### src/rtl/lane_ovr_pkg.sv
package lane_ovr_pkg;
  localparam int ADDR_W = 16;
  localparam int DATA_W = 16;
  localparam int LANE_SH = 8;

  localparam logic [ADDR_W-1:0] RX_STAT_OFS = 16'h2002;
  localparam logic [ADDR_W-1:0] RX_OVR_OFS  = 16'h2005;
  localparam logic [ADDR_W-1:0] TX_STAT_OFS = 16'h2001;
  localparam logic [ADDR_W-1:0] TX_OVR_OFS  = 16'h2004;

  localparam int HALF_RATE_BIT = 0;
  localparam int RX_OVR_BIT    = 14;
  localparam int TX_OVR_BIT    = 15;
  localparam int DPLL_RST_BIT  = 11;
  localparam int DPLL_LSB      = 8;
  localparam int ATT_LSB       = 10;
  localparam int ATT_SKIP_BIT  = 3;

  typedef enum logic [3:0] {
    ST_IDLE, ST_POLL, ST_RX_RD, ST_RX_CLR, ST_RX_SET, ST_RX_MODE,
    ST_RX_RST, ST_RX_REL, ST_SETTLE, ST_TX_RD, ST_TX_CLR, ST_TX_SET,
    ST_TX_ATT, ST_DONE
  } seq_state_t;
endpackage

### src/rtl/lane_addr_map.sv
module lane_addr_map
  import lane_ovr_pkg::*;
#(
  parameter int LANE_W = 2
) (
  input  seq_state_t        state,
  input  logic [LANE_W-1:0] lane,
  output logic              req,
  output logic              wr,
  output logic [ADDR_W-1:0] addr
);
  logic [ADDR_W-1:0] ofs;
  logic [ADDR_W-1:0] lane_base;

  assign lane_base = ADDR_W'(lane) << LANE_SH;

  always_comb begin
    req = 1'b1;
    wr  = 1'b0;
    ofs = RX_STAT_OFS;
    case (state)
      ST_POLL, ST_RX_RD: ofs = RX_STAT_OFS;
      ST_RX_CLR, ST_RX_SET, ST_RX_MODE, ST_RX_RST, ST_RX_REL: begin
        ofs = RX_OVR_OFS;
        wr  = 1'b1;
      end
      ST_TX_RD: ofs = TX_STAT_OFS;
      ST_TX_CLR, ST_TX_SET, ST_TX_ATT: begin
        ofs = TX_OVR_OFS;
        wr  = 1'b1;
      end
      default: req = 1'b0;
    endcase
  end

  assign addr = lane_base + ofs;
endmodule

### src/rtl/ovr_word_calc.sv
module ovr_word_calc
  import lane_ovr_pkg::*;
(
  input  seq_state_t        state,
  input  logic [DATA_W-1:0] cur,
  input  logic [2:0]        mode,
  input  logic [3:0]        atten,
  output logic [DATA_W-1:0] wdata
);
  localparam logic [DATA_W-1:0] ONE = DATA_W'(1);
  localparam logic [DATA_W-1:0] MODE_MASK = DATA_W'(7) << DPLL_LSB;

  always_comb begin
    case (state)
      ST_RX_CLR:  wdata = cur & ~(ONE << RX_OVR_BIT);
      ST_RX_SET:  wdata = cur | (ONE << RX_OVR_BIT);
      ST_RX_MODE: wdata = (cur & ~MODE_MASK) | (DATA_W'(mode) << DPLL_LSB);
      ST_RX_RST:  wdata = cur | (ONE << DPLL_RST_BIT);
      ST_RX_REL:  wdata = cur & ~(ONE << DPLL_RST_BIT);
      ST_TX_CLR:  wdata = cur & ~(ONE << TX_OVR_BIT);
      ST_TX_SET:  wdata = cur | (ONE << TX_OVR_BIT);
      ST_TX_ATT:  wdata = cur | (DATA_W'(atten[2:0]) << ATT_LSB);
      default:    wdata = '0;
    endcase
  end
endmodule

### src/rtl/step_counter.sv
module step_counter #(
  parameter int CNT_W = 8
) (
  input  logic             clk,
  input  logic             rst_n,
  input  logic             clr,
  input  logic             inc,
  output logic [CNT_W-1:0] cnt
);
  logic [CNT_W-1:0] cnt_d;
  logic             cnt_en;

  assign cnt_en = clr | inc;
  assign cnt_d  = clr ? '0 : cnt + CNT_W'(1);

  always_ff @(posedge clk or negedge rst_n) begin
    if (!rst_n)      cnt <= '0;
    else if (cnt_en) cnt <= cnt_d;
  end
endmodule

### src/rtl/serdes_lane_ovr_seq.sv
module serdes_lane_ovr_seq
  import lane_ovr_pkg::*;
#(
  parameter int LANE_W        = 2,
  parameter int POLL_MAX      = 1000,
  parameter int SETTLE_CYCLES = 15000
) (
  input  logic              clk,
  input  logic              rst_n,
  input  logic              ovr_start,
  input  logic              ovr_clear,
  input  logic [LANE_W-1:0] lane_sel,
  input  logic              lane_absent,
  input  logic [2:0]        dpll_mode,
  input  logic [3:0]        tx_atten,
  output logic              acc_req,
  output logic              acc_wr,
  output logic [15:0]       acc_addr,
  output logic [15:0]       acc_wdata,
  input  logic [15:0]       acc_rdata,
  input  logic              acc_ack,
  output logic              busy,
  output logic              done
);
  localparam int CNT_MAX = (POLL_MAX > SETTLE_CYCLES) ? POLL_MAX : SETTLE_CYCLES;
  localparam int CNT_W   = $clog2(CNT_MAX + 1);
  localparam logic [CNT_W-1:0] POLL_LIM   = CNT_W'(POLL_MAX);
  localparam logic [CNT_W-1:0] SETTLE_END = CNT_W'(SETTLE_CYCLES - 1);

  seq_state_t        st_q, st_d;
  logic [LANE_W-1:0] lane_q;
  logic [2:0]        mode_q;
  logic [3:0]        att_q;
  logic              clr_cmd_q;
  logic              cmd_ld;
  logic [DATA_W-1:0] work_q, work_d;
  logic              work_en;
  logic              cnt_clr, cnt_inc;
  logic [CNT_W-1:0]  cnt;
  logic              xfer;

  lane_addr_map #(.LANE_W(LANE_W)) u_addr (
    .state(st_q), .lane(lane_q), .req(acc_req), .wr(acc_wr), .addr(acc_addr)
  );

  ovr_word_calc u_word (
    .state(st_q), .cur(work_q), .mode(mode_q), .atten(att_q), .wdata(acc_wdata)
  );

  step_counter #(.CNT_W(CNT_W)) u_cnt (
    .clk(clk), .rst_n(rst_n), .clr(cnt_clr), .inc(cnt_inc), .cnt(cnt)
  );

  assign xfer    = acc_req & acc_ack;
  assign work_en = xfer;
  assign work_d  = acc_wr ? acc_wdata : acc_rdata;
  assign busy    = (st_q != ST_IDLE);
  assign done    = (st_q == ST_DONE);

  always_comb begin
    st_d    = st_q;
    cmd_ld  = 1'b0;
    cnt_clr = 1'b0;
    cnt_inc = 1'b0;
    case (st_q)
      ST_IDLE: begin
        if (ovr_start | ovr_clear) begin
          cmd_ld = 1'b1;
          if (lane_absent) begin
            st_d = ST_DONE;
          end else if (ovr_start) begin
            st_d    = ST_POLL;
            cnt_clr = 1'b1;
          end else begin
            st_d = ST_RX_RD;
          end
        end
      end
      ST_POLL: begin
        if (xfer) begin
          if (acc_rdata[HALF_RATE_BIT] && (cnt < POLL_LIM)) cnt_inc = 1'b1;
          else                                              st_d = ST_RX_RD;
        end
      end
      ST_RX_RD:   if (xfer) st_d = ST_RX_CLR;
      ST_RX_CLR:  if (xfer) st_d = clr_cmd_q ? ST_DONE : ST_RX_SET;
      ST_RX_SET:  if (xfer) st_d = ST_RX_MODE;
      ST_RX_MODE: if (xfer) st_d = ST_RX_RST;
      ST_RX_RST:  if (xfer) st_d = ST_RX_REL;
      ST_RX_REL: begin
        if (xfer) begin
          st_d    = ST_SETTLE;
          cnt_clr = 1'b1;
        end
      end
      ST_SETTLE: begin
        if (cnt == SETTLE_END) st_d = att_q[ATT_SKIP_BIT] ? ST_DONE : ST_TX_RD;
        else                   cnt_inc = 1'b1;
      end
      ST_TX_RD:  if (xfer) st_d = ST_TX_CLR;
      ST_TX_CLR: if (xfer) st_d = ST_TX_SET;
      ST_TX_SET: if (xfer) st_d = ST_TX_ATT;
      ST_TX_ATT: if (xfer) st_d = ST_DONE;
      ST_DONE:   st_d = ST_IDLE;
      default:   st_d = ST_IDLE;
    endcase
  end

  always_ff @(posedge clk or negedge rst_n) begin
    if (!rst_n) st_q <= ST_IDLE;
    else        st_q <= st_d;
  end

  always_ff @(posedge clk or negedge rst_n) begin
    if (!rst_n) begin
      lane_q    <= '0;
      mode_q    <= '0;
      att_q     <= '0;
      clr_cmd_q <= 1'b0;
    end else if (cmd_ld) begin
      lane_q    <= lane_sel;
      mode_q    <= dpll_mode;
      att_q     <= tx_atten;
      clr_cmd_q <= ~ovr_start;
    end
  end

  always_ff @(posedge clk or negedge rst_n) begin
    if (!rst_n)       work_q <= '0;
    else if (work_en) work_q <= work_d;
  end
endmodule

### config.mk
export PLATFORM = sky130hd
export DESIGN_NAME = serdes_lane_ovr_seq
export DESIGN_NICKNAME = d
export VERILOG_FILES = /design/src/rtl/lane_ovr_pkg.sv /design/src/rtl/lane_addr_map.sv /design/src/rtl/ovr_word_calc.sv /design/src/rtl/step_counter.sv /design/src/rtl/serdes_lane_ovr_seq.sv
export SDC_FILE = /design/constraint.sdc
export NUM_CORES = 1
export LEC_CHECK = 0
export BUFFER_PORTS_ARGS = -buffer_cell sky130_fd_sc_hd__clkbuf_2
export CORE_ASPECT_RATIO = 1.1
export CORE_MARGIN = 3
export CORE_UTILIZATION = 55
export DETAILED_ROUTE_END_ITERATION = 7
export HOLD_SLACK_MARGIN = 0.06
export PLACE_DENSITY = 0.81
export REMOVE_ABC_BUFFERS = 1
export SYNTH_ARGS = -nofsm -noshare
export SYNTH_HDL_FRONTEND = slang
export SYNTH_HIERARCHICAL = 1
export SYNTH_SLANG_ARGS = --single-unit
### constraint.sdc
create_clock -name clk -period 5.61 [get_ports clk]
set_input_delay 0 -clock clk [delete_from_list [all_inputs] [get_ports clk]]
set_output_delay 0 -clock clk [all_outputs]
set_load 0.05 [all_outputs]
Word level (Yosys, flattened, before mapping):

Cells that the tools add are included.

* register bits: 44
* input bits: 31
* output and inout bits: 36
* word-level logic and storage cells: 88

* add/sub/neg operators: 2
* $lt $le $gt $ge: 1
* equal/unequal tests: 28
* multiplexer cells: 36
* bitwise logic cells: 6
* reduce and logical (&&, ||, !) cells: 8

Operators by type and width (number)
* 16-bit one-hot mux with 8 select lines: 1
* 4-bit two-way mux: 16
* 4-bit one-hot mux with 13 select lines: 1
* 2-bit != test, second input constant: 14
* 4-bit == test, second input constant: 6
* 4-bit by 3-bit == test with 1-bit output, second input constant: 4
* 16-bit two-way mux: 1
* 16-bit by 11-bit OR with 16-bit output: 1
* 16-bit by 13-bit OR with 16-bit output: 1
* 10-bit by 14-bit adder with 15-bit output: 1
* 14-bit by 1-bit adder with 14-bit output, second input constant: 1
* 14-bit == test, second input constant: 1
* 14-bit by 10-bit less-than comparator with 1-bit output, second input constant: 1
* 14-bit two-way mux: 1
* 14-bit AND reduction: 1
* 1-bit two-way mux: 11
* 11-bit OR reduction: 1
* 3-bit one-hot mux with 3 select lines: 1
* 4-bit by 2-bit == test with 1-bit output, second input constant: 2
* 8-bit OR reduction: 1
* 5-bit OR reduction: 1
* 4-bit by 1-bit == test with 1-bit output, second input constant: 1
* 4-bit logical NOT: 1
* 1-bit one-hot mux with 2 select lines: 2
* other kinds (8): 9

Longest topological paths before layout:

Gate-level depths: netlist of the first run.

* word-level depth: 7
* gate-level depth with buffers: 10

By module:

Netlist of the first run, hierarchy kept.

Modules (own cells, without submodules)
* serdes_lane_ovr_seq: times used 1, cells an instance 155, area an instance 1650.3 µm², seq. area each 750.7 µm²
* step_counter: times used 1, cells an instance 70, area an instance 730.7 µm², seq. area each 350.3 µm²
* ovr_word_calc: times used 1, cells an instance 48, area an instance 332.8 µm², seq. area each 0.0 µm²
* lane_addr_map: times used 1, cells an instance 28, area an instance 201.4 µm², seq. area each 0.0 µm²

Worst setup path after synthesis of the first run:

OpenSTA, ideal clock, no wires.

* path kind: register to register
* start point: register st_q[1]
* end point: register work_q[15]
* data arrival time: 2.711 ns
* required time: 5.525 ns
* path slack: 2.814 ns
* stages on the path, launching flop included: 6
* clock period less this slack: 2.796 ns
* cell sequence: dfrtp_1 > nor2b_1 > o21ai_0 > o21ai_0 > mux2i_1 > o21ai_0

* elaborated cells on any way between the ends: 18
* those cells by class: eq/ne: 11; mux: 4; bitwise: 1; reduce/logical: 2

RTL lines
* start: declaration: line serdes_lane_ovr_seq.sv:30 `seq_state_t st_q, st_d;`
* start signal: assignment: line serdes_lane_ovr_seq.sv:111 `else st_q <= st_d;`
* 4-bit == test, or another cell as far along: line ovr_word_calc.sv:14 `case (state)`
* 16-bit one-hot mux with 8 select lines *: line ovr_word_calc.sv:14
* via acc_wdata[15]: line serdes_lane_ovr_seq.sv:19 `output logic [15:0] acc_wdata,`
* 16-bit two-way mux *: line serdes_lane_ovr_seq.sv:56 `assign work_d = acc_wr ? acc_wdata : acc_rdata;`
* end signal: assignment: line serdes_lane_ovr_seq.sv:130 `else if (work_en) work_q <= work_d;`
* end: declaration: line serdes_lane_ovr_seq.sv:36 `logic [DATA_W-1:0] work_q, work_d;`

Mark *: on every way through the listed nets, which the timed path passes. The rest lies on a longest branch.
A chain may end at the register's enable or synchronous reset.

Worst setup path in the final report of the first run:

* start point: register st_q[1]
* end point: register u_cnt.cnt[13]

* longest elaborated chain between the ends: 7
* elaborated cells on any way between the ends: 22
* those cells by class: eq/ne: 12; mux: 6; bitwise: 2; reduce/logical: 2

Ends and longest elaborated chain
* 4-bit by 1-bit == test with 1-bit output, or another cell as far along: line lane_addr_map.sv:21 `case (state)`
* 11-bit OR reduction (no line)
* 1-bit two-way mux: line lane_addr_map.sv:21
* 1-bit AND: line serdes_lane_ovr_seq.sv:54 `assign xfer = acc_req & acc_ack;`
* 1-bit two-way mux: line serdes_lane_ovr_seq.sv:91 `if (xfer) begin`
* 1-bit one-hot mux with 2 select lines *: line serdes_lane_ovr_seq.sv:65 `case (st_q)`
* via cnt_clr: line serdes_lane_ovr_seq.sv:38 `logic cnt_clr, cnt_inc;`
* 14-bit two-way mux / 1-bit OR (equally long branches): line step_counter.sv:14, step_counter.sv:13
* end signal: assignment: line step_counter.sv:18 `else if (cnt_en) cnt <= cnt_d;`
* end: declaration: line step_counter.sv:8 `output logic [CNT_W-1:0] cnt`

Marks and branches as above.

==> results of run 1 <==
## metal layers
layer  vias up  routed length (um)  track usage
met5         -                   0            0
met4         0                 129      0.08392
met3        14                 337      0.04600
met2        81                3265       0.4067
met1      1166                2702       0.2462
li1       1196                   -            -
## logic make-up after synthesis
logic type	count (synthesis)	share of synthesized area
buf+inv	36	0.08026
compound gates	65	0.1571
other cells	2	0.002576
xor+xnor	10	0.03004
fa+ha+maj	3	0.01159
mux	32	0.1167
simple gates	109	0.2240
flops	44	0.3777
## metrics by stage
| stage | area, um2 | total power [mW] | std cells |
|---|---|---|---|
| 2_1_floorplan | 2741 | 1.566 | 281 |
| 3_3_place_gp | 3110 | 1.806 | 395 |
| 3_5_place_dp | 3110 | 1.840 | 395 |
| 4_1_cts | 3506 | 2.114 | 431 |
| 5_1_grt | 3506 | 2.253 | 431 |
| 6_report | 3506 | 2.113 | 431 |
## where the power goes
group | internal [mW] | switching, mW
Combinational | 0.444 | 0.807
Clock | 0.134 | 0.114
Sequential | 0.428 | 0.186
Total | 1.01 | 1.11
## repair_timing
action,4_1_cts,5_1_grt
hold buffers,28,0
hold endpoints to repair,70,0
buffers inserted,0,0
## worst min-delay path by stage
stage                start                  endpoint  slack, ns  cells after the start
2_1_floorplan        rst_n      att_q[0]$_DFFE_PN0P_      -0.30                      0
3_3_place_gp         rst_n     lane_q[1]$_DFFE_PN0P_       0.23                      1
3_5_place_dp     ovr_start     clr_cmd_q$_DFFE_PN0P_       0.23                      2
4_1_cts        lane_absent  u_cnt/cnt[5]$_DFFE_PN0P_       0.24                      4
5_1_grt        lane_absent  u_cnt/cnt[9]$_DFFE_PN0P_       0.26                      4
6_report       lane_absent  u_cnt/cnt[5]$_DFFE_PN0P_       0.25                      4
## final cells by class
class	count	area, um2	share of cell area
Timing Repair Buffer	84	563.0	0.1606
Clock inverter	3	46.29	0.01320
Inverter	7	26.28	0.007495
Sequential cell	44	1101	0.3141
Clock buffer	5	68.82	0.01963
Multi-Input combinational cell	230	1628	0.4643
Tap cell	58	72.57	0.02070
## sequential cells by signal (all words and copies together) (netlist names)
signal     flops
work_q        16
att_q          4
mode_q         3
u_cnt/cnt     14
lane_q         2
st_q           4
clr_cmd_q      1
## critical path: cells and delay by family, from the launching register on
kind	cells	cell delay [ns]
buffers and inverters	1	0.26
AOI/OAI and AO/OA	4	1.16
muxes	1	0.30
and+or+nand+nor	3	0.94
DFF	1	0.72
## synth_stat cells (4+ instances only)
master	instances
dfrtp_1	44
nand2_1	30
o21ai_0	27
mux2i_1	19
nor2_1	19
buf_4	13
a21oi_1	10
mux2_2	9
and2_2	8
inv_1	7
nand3_1	7
xnor2_1	7
buf_2	6
nor3_1	6
o211ai_1	5
clkbuf_1	4
nand2b_1	4
nand4_1	4
nor2b_1	4
==> metrics, run 1 <==
total length of routed wires=6.434 mm; number of instances in the synthesized netlist=301; Post-Route Setup TNS=0 ns; startpoint type of the worst setup path=flop; outcome=complete, no violations; grt ovf=0; max_cap viols=0; wire length of the first global-routing pass=10.67 mm; GR Util All Layers=0.2212; Fillers=372; synth-to-layout area growth=20.26%; Die Ht=82.36 um; library cells used by synthesis=63; input/output buffers=55; Top FF cell, synth=dfrtp_1; YS warnings=6; crit path max-delay cell type=dfrtp_1; launching element of the worst setup path=st_q[1]$_DFFE_PN0P_; Worst Setup End Kind=flop; Worst R2R End=u_cnt/cnt[13]$_DFFE_PN0P_; Final period util=0.6222; number of antenna violations at the first check in global routing=0; clock transition at the registers of the reported paths=0.09 ns; largest stage delay on the critical path=0.72 ns; Row Count=27; clock insertion delay at the later pin of the skew report=0.30 ns; flip-flop and latch count after synthesis=44; worst setup path class=reg -> reg; Synth area leader=dfrtp_1; Final Hold Slack=0.2494 ns; CTS resizes=0; number of nets with antenna violations after routing=0; maximum count of clock buffers along a single path=2; max frequency=0.2865 GHz; startpoint of the worst register-to-register path=st_q[1]$_DFFE_PN0P_; share of final-layout standard cells stronger than drive strength 1=0.2842; Vias=2457; crit path DAT=3.68 ns; number of flops mapped to enable cells by yosys=0; Async SR Flop Fraction=1.000; number of buffers created by CTS=5; Inserted Diodes=0; core region area=0.005067 mm2; commonest cells after routing, fill and taps aside=clkbuf_2 (55), dfrtp_1 (44), nand2_1 (30), dlygate4sd3_1 (28), o21ai_0 (27); clock tree from TritonCTS=yes; number of hold-slack violations in the final timing report=0; CP Capture Point=u_cnt/cnt[13]$_DFFE_PN0P_; routability-driven placement congestion ratio=0.8556; type of the most critical hold path=in -> reg; skew final=0.003101 ns; die area=0.006211 mm2; largest net degree at the start of global routing=45; number of top-level pins=67; required time at the worst-slack endpoint=5.80 ns; detailed router's first-iteration violation count=106; r2r setup slk=2.12 ns; first-pass iteration count of the detailed router=6; leakage power=1.550 nW; worst ir drop on vdd=0.3471 mV; final HPWL from detailed placement=4.347 mm; total standard cell area after synthesis=0.002915 mm2; unrepaired setup endpoints after global routing=no; Power Dens Cells=602.7 mW/mm2; chain of cells forming the critical path=o211ai_1 > o31a_2 > nand2_1 > o32ai_2 > buf_4 > o21ai_2 > nor4_4 > nand3_2 > mux2_4; ratio of routed vias to standard cells=5.701; clock period minus worst slack=3.491 ns; depth of the most critical reg-to-reg path=9; post-layout util=0.6919; leading cell type in the layout, fill and taps excluded=clkbuf_2; starting utilization of the core area=0.5753; number of global-route vias before repair=2436; Setup WS pre-CTS=2.139 ns; share of Yosys cell area claimed by the top area cell type=0.3777; root buffer cell=clkbuf_8; part of the Yosys area used for sequential elements=0.3777; least setup slack across all paths after layout=2.119 ns; setup-violating endpoint count in the final report=0; Max Slew Vio Count=0; number of levels in the clock H-tree=2; final net count=404; worst slew margin relative to its limit=0.2282; biggest area contributors in the synthesized netlist=dfrtp_1 (38%), mux2i_1 (6.5%), o21ai_0 (4.6%); Post-route DRC=0; worst-margin pin slew=1.151 ns; clock sinks=44; Avg Cell Area, Syn=9.685 um2; Die Width=75.42 um; critical path peak fanout=33; drt wl/cell=14.93 um
No activity file was read; power rests on OpenSTA's default activity.
==> run 2: changes to the inputs <==
--- a/config.mk
+++ b/config.mk
@@ -8,10 +8,10 @@
 export BUFFER_PORTS_ARGS = -buffer_cell sky130_fd_sc_hd__clkbuf_2
 export CORE_ASPECT_RATIO = 1.1
 export CORE_MARGIN = 3
-export CORE_UTILIZATION = 55
+export CORE_UTILIZATION = 54
 export DETAILED_ROUTE_END_ITERATION = 7
 export HOLD_SLACK_MARGIN = 0.06
-export PLACE_DENSITY = 0.81
+export PLACE_DENSITY = 0.8
 export REMOVE_ABC_BUFFERS = 1
 export SYNTH_ARGS = -nofsm -noshare
 export SYNTH_HDL_FRONTEND = slang
==> constraint.sdc (replaced) <==
create_clock -name clk -period 3.6 [get_ports clk]
set_input_delay 0 -clock clk [delete_from_list [all_inputs] [get_ports clk]]
set_output_delay 0 -clock clk [all_outputs]
set_load 0.05 [all_outputs]
==> run 2 against run 1 <==
Net effect: total power increased by 55%; sequential share of layout area is 0.35 points lower; utilization is 0.33 points higher; die area up 1.7%; final cell count increased by 4.6%; fmax is 24% higher; clock-buffer cell count is the same; non-clock buffer count rose by 6; global-route usage shrank 0.85 points; hold slack worse by 0.097 ns.
==> metrics, run 2 (synthesized netlist as in run 1, its figures left out) <==
clock sinks=44 (unchanged); largest net degree at the start of global routing=45 (unchanged); Die Ht=83.06 um (+0.85%); number of antenna violations at the first check in global routing=0 (unchanged); clock period minus worst slack=2.822 ns (-0.6683 ns); uppermost layer routed=met4; skew final=0.005451 ns (+0.002350 ns); Row Count=27 (unchanged); routed metal-1 wirelength=2.937 mm (+8.7%); startpoint type of the worst setup path=flop; synth-to-layout area growth=21.63%; Max Slew Vio Count=0 (unchanged); number of levels in the clock H-tree=2 (unchanged); GR Util All Layers=0.2127 (-0.008524); crit path DAT=3.01 ns (-0.67 ns); required time at the worst-slack endpoint=3.79 ns (-2.01 ns); type of the most critical hold path=in -> reg; clock insertion delay at the later pin of the skew report=0.30 ns (about the same); depth of the most critical reg-to-reg path=8 (-1); final HPWL from detailed placement=4.568 mm (+5.1%); met2 wirelength from detailed routing=3.146 mm (-3.6%); total design power=3.266 mW (+55%); largest stage delay on the critical path=0.61 ns (-0.11 ns); number of buffers created by CTS=5 (unchanged); chain of cells forming the critical path=o211ai_1 > o31a_2 > nand2_1 > o32ai_2 > o21ai_2 > nor4_4 > nand3_2 > mux2_4; worst slew margin relative to its limit=0.2782 (+0.05001); commonest cells after routing, fill and taps aside=clkbuf_2 (55), dfrtp_1 (44), nand2_1 (30), dlygate4sd3_1 (28), o21ai_0 (27); CP Capture Point=u_cnt/cnt[13]$_DFFE_PN0P_; worst-margin pin slew=1.083 ns (-0.06819 ns); largest registers ranked by flip-flop count=work_q: 16 flops, u_cnt/cnt: 14 flops; number of buffers added for setup after CTS=0 (unchanged); Post-route DRC=0 (unchanged); routability-driven placement congestion ratio=0.8813 (+3.0%); drt wl/cell=14.16 um (-5.1%); ratio of routed vias to standard cells=5.322 (-6.7%); max_cap viols=0 (unchanged); Fillers=362 (-2.7%); setup-violating endpoint count in the final report=0 (unchanged); Power Dens Cells=921.1 mW/mm2 (+53%); root buffer cell=clkbuf_8; detailed router's first-iteration violation count=167 (+58%); crit path max-delay cell type=dfrtp_1; Final period util=0.7839 (+0.1617); non-filler instance count after layout=451 (+4.6%); maximum count of clock buffers along a single path=2 (unchanged); total length of routed wires=6.388 mm (-0.71%); number of top-level pins=67 (unchanged); hold path startpoint=lane_absent; startpoint of the worst register-to-register path=st_q[1]$_DFFE_PN0P_; die area=0.006317 mm2 (+1.7%); flip-flop count of the largest register, all copies and words added=16 (unchanged); grt ovf=0 (unchanged); share of final-layout standard cells stronger than drive strength 1=0.2955 (+0.01133); Inserted Diodes=0 (unchanged); launching element of the worst setup path=st_q[1]$_DFFE_PN0P_; clock tree from TritonCTS=yes; max frequency=0.3543 GHz (+24%); worst ir drop on vdd=0.4638 mV (+34%); number of nets with antenna violations after routing=0 (unchanged); Vias=2400 (-2.3%); Die Width=76.06 um (+0.85%); critical path peak fanout=19 (-42%); number of global-route vias before repair=2371 (-2.7%); wire length of the first global-routing pass=11.18 mm (+4.7%); Post-Place Cell Area=0.003173 mm2 (+2.0%); unrepaired setup endpoints after global routing=no; Biggest register=work_q; core region area=0.005101 mm2 (+0.67%); Worst R2R End=u_cnt/cnt[13]$_DFFE_PN0P_; clock transition at the registers of the reported paths=0.09 ns (about the same); first-pass iteration count of the detailed router=4 (-2); input/output buffers=55 (unchanged); final std cell area, no fill=0.003546 mm2 (+1.1%); starting utilization of the core area=0.5715 (-0.003810); r2r setup slk=0.78 ns (-1.34 ns); final net count=410 (+1.5%); outcome=complete, no violations; leakage power=1.565 nW (+0.95%); metal3 WL=278 um (-18%); worst setup path class=reg -> reg; Worst Setup End Kind=flop; cell total after placement=415 (+5.1%); leading cell type in the layout, fill and taps excluded=clkbuf_2; number of hold-slack violations in the final timing report=0 (unchanged)
[run 2: cell types whose count changed in the layout (fill, tap and decap cells not counted)]
cell,previous run,this run
bufinv_16,1,0
clkinvlp_4,1,2
inv_6,1,0
buf_4,1,7
clkinv_4,0,1
[run 2: worst min path at each step]
| stage | slack, ns | end | cells after the start |
|---|---|---|---|
| after floorplan | -0.30 | att_q[0]$_DFFE_PN0P_ | 0 |
| after global placement | 0.23 | lane_q[0]$_DFFE_PN0P_ | 2 |
| after detailed placement | 0.24 | mode_q[2]$_DFFE_PN0P_ | 2 |
| after CTS | 0.14 | u_cnt/cnt[0]$_DFFE_PN0P_ | 3 |
| after global routing | 0.17 | u_cnt/cnt[0]$_DFFE_PN0P_ | 3 |
| final | 0.15 | u_cnt/cnt[0]$_DFFE_PN0P_ | 3 |
[run 2: layer usage]
metal / vias up / track usage
li1: 1209 / -
met2: 60 / 0.3645
met5: - / 0
met1: 1127 / 0.2786
met3: 4 / 0.04664
met4: 0 / 0.04119
[run 2: final cells by class]
class	count	area (um2)	share of cell area
inverter	7	26.28	0.007410
timing repair buffer	90	608.1	0.1715
clock buffer	5	68.82	0.01941
tap	72	90.09	0.02541
sequential	44	1101	0.3105
multi-input combinational	230	1628	0.4591
clock inverter	3	23.77	0.006704
[run 2: metrics by stage]
step           setup slack [ns]  setup TNS (ns)  hold slack [ns]  utilization
2_1_floorplan           -0.5903          -3.490          -0.2956            -
3_3_place_gp             0.9508               0           0.2305       0.6220
3_5_place_dp             0.7835               0           0.2383       0.6220
4_1_cts                  0.7892               0           0.1382       0.6951
5_1_grt                  0.5821               0           0.1716       0.6951
6_report                 0.7778               0           0.1524       0.6951
[run 2: repair_timing]
action                    in CTS  in global routing
hold endpoints to repair      70                  0
resized for setup              0                  0
hold buffers                  28                  0
[run 2: worst max-delay path: cells and delay by family (launching register included)]
family | cells | cell delay (ns)
compound gates | 4 | 1.25
flops | 1 | 0.61
simple gates | 3 | 0.54
mux | 1 | 0.30
[run 2: report_power, final]
part,total (mW),leakage [nW],internal [mW],switching [mW]
combinational,2.07,0.960,0.726,1.35
sequential,0.874,0.564,0.669,0.206
clock,0.319,0.0404,0.138,0.182
==> run 3: changes to the inputs <==
==> constraint.sdc (replaced) <==
create_clock -name clk -period 2.65 [get_ports clk]
set_input_delay 0 -clock clk [delete_from_list [all_inputs] [get_ports clk]]
set_output_delay 0 -clock clk [all_outputs]
set_load 0.05 [all_outputs]
==> run 3 against run 2 <==
Net effect: hold slack improved by 0.13 ns; via count rose by 4.0%; routed wire length rose by 3.6%; highest routed layer unchanged.
==> metrics, run 3 (synthesized netlist as in run 1, its figures left out) <==
worst slew margin relative to its limit=0.2146 (-0.06356); max_cap viols=0 (unchanged); worst setup path class=reg -> out; number of global-route vias before repair=2460 (+3.8%); synth-to-layout area growth=22.40%; commonest cells after routing, fill and taps aside=clkbuf_2 (55), dfrtp_1 (44), nand2_1 (30), dlygate4sd3_1 (28), o21ai_0 (27); unrepaired setup endpoints after global routing=no; Row Count=27 (unchanged); Worst Setup End Kind=output pin; input/output buffers=55 (unchanged); maximum count of clock buffers along a single path=2 (unchanged); worst ir drop on vdd=0.9467 mV (+100%); post-layout util=0.6995 (+0.004415); number of nets with antenna violations after routing=0 (unchanged); CP Capture Point=acc_wr; Vias=2495 (+4.0%); Post-Route Setup TNS=0 ns (unchanged); die area=0.006317 mm2 (unchanged); crit path DAT=2.44 ns (-0.57 ns); Power Dens Cells=1256 mW/mm2 (+36%); Final period util=0.9213; Fillers=368 (+1.7%); startpoint of the worst register-to-register path=st_q[0]$_DFFE_PN0P_; drt wl/cell=14.57 um (+2.9%); worst-margin pin slew=1.171 ns (+0.08841 ns); ratio of routed vias to standard cells=5.496 (+3.3%); launching element of the worst setup path=st_q[0]$_DFFE_PN0P_; total length of routed wires=6.615 mm (+3.6%); Final Hold Slack=0.2810 ns (+0.1286 ns); Inserted Diodes=0 (unchanged); setup-violating endpoint count in the final report=0 (unchanged); Max Slew Vio Count=0 (unchanged); number of buffers created by CTS=5 (unchanged); root buffer cell=clkbuf_8; total design power=4.482 mW (+37%); CTS resizes=0 (unchanged); type of the most critical hold path=in -> reg; clock period minus worst slack=2.441 ns; max frequency=0.4096 GHz; number of hold-slack violations in the final timing report=0 (unchanged); number of antenna violations at the first check in global routing=0 (unchanged); number of top-level pins=67 (unchanged); core region area=0.005101 mm2 (unchanged); first-pass iteration count of the detailed router=5 (+1); r2r setup slk=0.23 ns (-0.55 ns); routability-driven placement congestion ratio=0.8873 (+0.68%); grt ovf=0 (unchanged); Biggest register=work_q; critical path peak fanout=26 (+7); GR Util All Layers=0.2200 (+0.007246); required time at the worst-slack endpoint=2.65 ns (-1.14 ns); hold buffer count at cts=28 (unchanged); startpoint type of the worst setup path=flop; clock sinks=44 (unchanged); flip-flop count of the largest register, all copies and words added=16 (unchanged); Post-route DRC=0 (unchanged); clock transition at the registers of the reported paths=0.08 ns (about the same); largest registers ranked by flip-flop count=work_q: 16 flops, u_cnt/cnt: 14 flops; clock tree from TritonCTS=yes; final net count=413 (+0.73%); leakage power=1.591 nW (+1.7%); starting utilization of the core area=0.5715 (unchanged); final HPWL from detailed placement=4.364 mm (-4.5%); skew final=0.005510 ns (+0.00005884 ns); number of buffers added for setup after CTS=0 (unchanged); outcome=complete, no violations; number of levels in the clock H-tree=2 (unchanged); clock insertion delay at the later pin of the skew report=0.29 ns (about the same); wire length of the first global-routing pass=11.71 mm (+4.8%); Worst R2R End=u_cnt/cnt[5]$_DFFE_PN0P_; detailed router's first-iteration violation count=189 (+13%); Die Width=76.06 um (unchanged); largest net degree at the start of global routing=45 (unchanged); Die Ht=83.06 um (unchanged); leading cell type in the layout, fill and taps excluded=clkbuf_2; share of final-layout standard cells stronger than drive strength 1=0.3010 (+0.005533); depth of the most critical reg-to-reg path=8 (unchanged)
run 3: worst min-delay path by stage:
stage / from / end / slack, ns / cells after the start
2_1_floorplan: rst_n / att_q[0]$_DFFE_PN0P_ / -0.30 / 0
3_3_place_gp: lane_sel[0] / lane_q[0]$_DFFE_PN0P_ / 0.23 / 2
3_5_place_dp: tx_atten[1] / att_q[1]$_DFFE_PN0P_ / 0.24 / 2
4_1_cts: lane_absent / u_cnt/cnt[7]$_DFFE_PN0P_ / 0.27 / 4
5_1_grt: lane_absent / u_cnt/cnt[11]$_DFFE_PN0P_ / 0.30 / 4
6_report: lane_absent / u_cnt/cnt[9]$_DFFE_PN0P_ / 0.28 / 4
run 3: layer usage:
metal / global-route usage / up-vias / wire [um]
met1: 0.2808 / 1159 / 2832
li1: - / 1214 / -
met3: 0.04881 / 16 / 393
met4: 0.06590 / 0 / 114
met2: 0.3734 / 106 / 3276
met5: 0 / - / 0
run 3: final cells by class:
cell class,count,area [um2],share of cell area
Tap cell,72,90.09,0.02525
Multi-Input combinational cell,230,1628,0.4562
Clock inverter,2,10.01,0.002805
Sequential cell,44,1101,0.3086
Clock buffer,6,82.58,0.02314
Timing Repair Buffer,93,630.6,0.1767
Inverter,7,26.28,0.007363
run 3: worst max-delay path, stage by stage, from the launching register on:
cell       delay, ns
dfrtp_1         0.37
buf_4           0.29
nor2_1          0.12
o2bb2ai_2       0.92
clkbuf_2        0.43
run 3: through the flow:
step,setup slack (ns),cells,instance area [um2]
after global placement,0.3869,418,3196
after CTS,0.1857,454,3568
after floorplan,-1.540,281,2741
after detailed placement,0.2636,418,3196
after global routing,0.03485,454,3568
final,0.2086,454,3568
run 3: where the power goes:
part / switching [mW] / total, mW / internal [mW]
sequential: 0.161 / 1.07 / 0.911
clock: 0.223 / 0.431 / 0.208
combinational: 1.96 / 2.98 / 1.01
